File: src/rtl/tri_interleave_store.sv
module tri_interleave_store #(
  parameter int VL = 128,
  parameter int AW = 64
) (
  input  logic            clk,
  input  logic            rst_n,
  input  logic            start,
  input  logic [AW-1:0]   base,
  input  logic [AW-1:0]   index,
  input  logic [4:0]      base_field,
  input  logic [4:0]      idx_field,
  input  logic            chk_sp_idle,
  input  logic [VL-1:0]   vec_a,
  input  logic [VL-1:0]   vec_b,
  input  logic [VL-1:0]   vec_c,
  input  logic [VL/8-1:0] pred,
  output logic            busy,
  output logic            done,
  output logic            undef,
  output logic            align_fault,
  output logic            wr_valid,
  input  logic            wr_ready,
  output logic [AW-1:0]   wr_addr,
  output logic [7:0]      wr_data
);
  localparam int NE = VL / 8;
  localparam int EW = $clog2(NE);

  logic [VL-1:0] a_q, b_q, c_q;
  logic [NE-1:0] p_q;
  logic [EW-1:0] elem;
  logic [1:0]    slot;
  logic [AW-1:0] addr_q;
  logic          busy_q, done_q, undef_q, fault_q;

  wire any_act  = |pred;
  wire sp_check = (base_field == 5'd31) && (any_act || chk_sp_idle);
  wire misalign = base[3:0] != 4'd0;
  wire bad_idx  = idx_field == 5'd31;
  wire accept   = start && !busy_q;
  wire cur_act  = p_q[elem];
  wire step     = busy_q && (!cur_act || wr_ready);
  wire last     = (elem == EW'(NE - 1)) && (slot == 2'd2);

  logic [7:0] byte_sel;
  always_comb begin
    case (slot)
      2'd0:    byte_sel = a_q[elem*8 +: 8];
      2'd1:    byte_sel = b_q[elem*8 +: 8];
      default: byte_sel = c_q[elem*8 +: 8];
    endcase
  end

  assign busy        = busy_q;
  assign done        = done_q;
  assign undef       = undef_q;
  assign align_fault = fault_q;
  assign wr_valid    = busy_q && cur_act;
  assign wr_addr     = addr_q;
  assign wr_data     = byte_sel;

  always_ff @(posedge clk) begin
    if (!rst_n) begin
      busy_q  <= 1'b0;
      done_q  <= 1'b0;
      undef_q <= 1'b0;
      fault_q <= 1'b0;
      elem    <= '0;
      slot    <= 2'd0;
      addr_q  <= '0;
      a_q     <= '0;
      b_q     <= '0;
      c_q     <= '0;
      p_q     <= '0;
    end else begin
      done_q  <= 1'b0;
      undef_q <= 1'b0;
      fault_q <= 1'b0;
      if (accept) begin
        if (bad_idx) begin
          done_q  <= 1'b1;
          undef_q <= 1'b1;
        end else if (sp_check && misalign) begin
          done_q  <= 1'b1;
          fault_q <= 1'b1;
        end else begin
          busy_q <= 1'b1;
          elem   <= '0;
          slot   <= 2'd0;
          addr_q <= base + index;
          a_q    <= vec_a;
          b_q    <= vec_b;
          c_q    <= vec_c;
          p_q    <= pred;
        end
      end else if (step) begin
        addr_q <= addr_q + 1'b1;
        if (last) begin
          busy_q <= 1'b0;
          done_q <= 1'b1;
        end else if (slot == 2'd2) begin
          slot <= 2'd0;
          elem <= elem + 1'b1;
        end else begin
          slot <= slot + 1'b1;
        end
      end
    end
  end
endmodule


File: config.mk
export PLATFORM = sky130hd
export DESIGN_NAME = tri_interleave_store
export DESIGN_NICKNAME = d
export VERILOG_FILES = /design/src/rtl/tri_interleave_store.sv
export SDC_FILE = /design/constraint.sdc
export NUM_CORES = 1
export LEC_CHECK = 0
export BUFFER_PORTS_ARGS = -buffer_cell sky130_fd_sc_hd__buf_4
export CAP_MARGIN = 25
export CELL_PAD_IN_SITES_DETAIL_PLACEMENT = 2
export CELL_PAD_IN_SITES_GLOBAL_PLACEMENT = 2
export CORE_ASPECT_RATIO = 1.4
export CORE_MARGIN = 1.5
export CORE_UTILIZATION = 25
export CTS_CLUSTER_DIAMETER = 150
export CTS_CLUSTER_SIZE = 40
export DETAILED_ROUTE_END_ITERATION = 16
export MAX_ROUTING_LAYER = met4
export PLACE_DENSITY = 0.81
export SLEW_MARGIN = 15
export SYNTH_ARGS = -nofsm -noshare
export SYNTH_HDL_FRONTEND = slang
export SYNTH_SLANG_ARGS = --single-unit
File: constraint.sdc
create_clock -name clk -period 6.3 [get_ports clk]
set_input_delay 1.26 -clock clk [delete_from_list [all_inputs] [get_ports clk]]
set_output_delay 1.26 -clock clk [all_outputs]
set_load 0.05 [all_outputs]
==> results.txt <==
The max-slew violation count is 0. The number of instances on the worst hold path came out at 2. The post-route clock skew is around 30 ps. The floorplan step defined a die boundary enclosing about 100000 sq um. The remaining number of nets flagged by the antenna check after routing came out at 0. The commonest cells after synthesis are sky130_fd_sc_hd__nand2_1, sky130_fd_sc_hd__a21oi_1, sky130_fd_sc_hd__dfxtp_1. The via count of the first global-routing pass came out at between 20000 and 30000. The netlist area before placement is between 20000 and 30000 sq um.

Ranked by total cell area, the synthesized netlist is headed by sky130_fd_sc_hd__dfxtp_1, sky130_fd_sc_hd__nand2_1, sky130_fd_sc_hd__a21oi_1, sky130_fd_sc_hd__mux4_2, sky130_fd_sc_hd__o21ai_0. The slew at the pin with the worst max-slew slack came out at between 1000 and 1500 ps. The cell type with the highest aggregate area in the netlist is sky130_fd_sc_hd__dfxtp_1. The distinct cell type count after synthesis came out at 74. The horizontal die dimension is 272 um. The weighted congestion at the end of routability-driven global placement is between 0.9 and 1. STA puts the critical path data arrival time at ~4100 ps.

The final count of hold timing violations is 0. The setup TNS is 0 ps. The worst-case IR drop observed on VDD is ~0.17 mV. The cell sitting at the root of the clock tree is a sky130_fd_sc_hd__clkbuf_16. The part of the Yosys area used for sequential elements came out at approximately 38%. Cells with a size suffix above 1 make up about a fifth of the layout. The worst setup path is of the flip-flop to output port kind.

The path depth of the worst reg2reg path came out at 12. The number of warning messages in the yosys log came out at 0. The clock edge transition at the registers on the reported setup and hold paths came out at 160 ps. The total number of placement rows is ~140.

The critical path data required time came out at ~5000 ps. Dividing total power by cell area gives a power density of approximately 220 nW/um^2. The core footprint is roughly 100000 sq um. The critical path crosses 6 cells after its start point. The number of antenna violations at the first check in global routing is 27. The count of nets after finishing is between 4000 and 5000. For this run, the top clock speed supported by timing is 0.187 GHz. The worst slew margin relative to its limit is around 28%. The worst setup path is launched from a flip-flop.

The post-CTS setup-driven buffer insertion count came out at 0. The number of iterations in the first detailed-routing pass is 5. Once detailed placement completed, the half-perimeter wirelength came to 91600 um. The largest delay contributor family on the critical path is buffers and inverters.

After detailed routing, the number of vias per cell comes to 5.17. The number of DRC violations after detailed-routing iteration 0 came out at 1582. For this run, the leading register cell type out of synthesis is sky130_fd_sc_hd__dfxtp_1. The flow ran to the end, and the final reports show no timing, DRC or antenna violations. Global routing consumed, over all layers together, between 20% and 30% of the routing resources. The mean cell area of the mapped netlist is roughly 7.6 sq um. Wires add up to ~120000 um.

On the worst path, the slowest cell contributes a delay of approximately 970 ps. The quantity of gates resized following cts came out at 0. The share of flip-flops with an asynchronous set or reset came out at 0%. The setup-violating endpoint count in the final report came out at 0.

The standard cell with the maximum stage delay on the critical path is sky130_fd_sc_hd__dfxtp_4. For the worst-skew pair, the clock arrives at the later sink with an insertion delay of about 600 ps. The number of levels in the clock H-tree came out at 1. The clock drives between 400 and 500 sinks. The routed length per instance came out at about 23 um.

The area share of the leading cell type in the synthesized netlist came out at between 30% and 40%. The area growth from synthesis to final layout came out at 25.0%. The number of nets in the synthesized netlist is 3944. The number of clock buffers inserted by TritonCTS is 16. The final standard cell utilization of the core is between 30% and 40%. The worst setup path is captured at an output port.

The vertical die dimension is about 380 um. Entering global routing, the biggest net connects between 200 and 250 pins. The clock tree buffer depth came out at 3. The most frequent cell on the critical path is sky130_fd_sc_hd__buf_4. The number of vias after detailed routing is between 20000 and 30000. Max-cap violations in this run came to 0. The flip-flop and latch count after synthesis came out at between 400 and 500. Input and output buffers added on the ports amount to just over 600. TritonCTS built the clock tree.

The initial utilization of the core area, before any placement, comes to 25.3%. Traced cell by cell, the critical path runs through clkinv_2 -> buf_4 -> a21oi_1 -> o21ai_0 -> mux4_2 -> buf_4. Setup repair after global routing left no endpoint under its margin. The final worst-path cycle share is approximately 85%. Along the worst path, the maximum fanout reaches 80.

The total of hold buffers inserted after clock tree synthesis came out at 0. The most instantiated library cell after synthesis is sky130_fd_sc_hd__nand2_1. The number of enable-type register cells in the synthesized netlist is 0. The clock period minus worst slack came out at 5350 ps. The number of buffers and inverters on the critical path is 3. The global-route wire length before repair is between 150000 and 200000 um.

Summed over all layers, the global routing overflow is 0. The post-synthesis cell count came out at about 3300. The min-delay analysis places its worst path in the category flip-flop to flip-flop.

In the routed design, unresolved DRC markers number 0. The count of boundary I/O pins came out at 620. The leakage component of the power came out at approximately 12 nW.
-- cells in the final DEF, fill, tap and decap left out, types with 50 or more instances in the layout --
cell type | synthesis | final
sky130_fd_sc_hd__nand3_1 | 51 | 50
sky130_fd_sc_hd__a21oi_1 | 575 | 575
sky130_fd_sc_hd__o21ai_0 | 191 | 191
sky130_fd_sc_hd__nand2_1 | 995 | 994
sky130_fd_sc_hd__mux4_2 | 61 | 61
sky130_fd_sc_hd__dfxtp_1 | 474 | 470
sky130_fd_sc_hd__nor2_1 | 124 | 124
sky130_fd_sc_hd__ha_1 | 65 | 65
sky130_fd_sc_hd__mux2i_1 | 83 | 83
sky130_fd_sc_hd__buf_4 | 2 | 638
-- metal layers --
metal / vias up / GRT usage [%] / routed length (um)
met1: 13100 / 24.9 / 47200
li1: 12400 / - / -
met2: 700 / 41.0 / 60800
met3: 139 / 4.28 / 6790
met4: 0 / 8.27 / 4630
met5: - / - / 0
-- final cells by class --
cell class	count	area, sq um
tap	1320	1650
timing repair buffer	647	4980
clock inverter	4	85.1
clock buffer	18	429
antenna	28	70.1
fill	11800	68400
inverter	23	95.1
sequential	474	9500
multi-input combinational	2590	14800
-- path summary, 6_finish.rpt --
check,start,end,slack [ps]
hold / removal,b_q[115]$_SDFFE_PN0P_,b_q[115]$_SDFFE_PN0P_,470
setup / recovery,slot[1]$_SDFFE_PN0P_,wr_data[2],950
hold reg to reg,b_q[115]$_SDFFE_PN0P_,b_q[115]$_SDFFE_PN0P_,470
setup reg to reg,elem[0]$_SDFFE_PN0P_,wr_addr[56]$_SDFFE_PN0P_,2460
-- cells by family after synthesis --
logic type               count (synthesis)  share of synthesized area [%]
AO/OA/AOI/OAI                          957                           21.0
XOR/XNOR                                58                           2.01
adder cells (fa/ha/maj)                 66                           3.30
buffers and inverters                  271                           4.18
flip-flops                             474                           37.6
multiplexers                           176                           10.2
AND/OR/NAND/NOR                       1333                           21.8
-- through the flow --
| stage | instance area (sq um) | hold slack, ps | power, mW | worst slack (ps) | std cells |
|---|---|---|---|---|---|
| 3_3_place_gp | 30900 | 439 | 5.48 | 1260 | 5052 |
| 6_report | 31600 | 467 | 7.07 | 946 | 5104 |
| 3_5_place_dp | 30900 | 448 | 5.54 | 1120 | 5052 |
| 2_1_floorplan | 25300 | 433 | 4.61 | 2370 | 3335 |
| 4_1_cts | 31500 | 469 | 7.17 | 830 | 5074 |
| 5_1_grt | 31600 | 484 | 7.42 | 750 | 5102 |
-- registers in the layout, indices dropped and copies added, names as in the netlist --
register     cells
a_q            128
b_q            128
c_q            128
wr_addr         64
p_q             16
elem             4
slot             2
align_fault      1
busy             1
done             1
undef            1
-- worst min-delay path, stage by stage, from the launching register on --
cell and delay (ps):
sky130_fd_sc_hd__dfxtp_1 340, sky130_fd_sc_hd__nand2_1 50, sky130_fd_sc_hd__a21oi_1 50
-- power breakdown --
| group | internal, mW | switching [mW] |
|---|---|---|
| clock network | 0.556 | 1.05 |
| logic | 0.791 | 1.25 |
| registers | 3.21 | 0.212 |
Power figures use the tool's default switching activity.
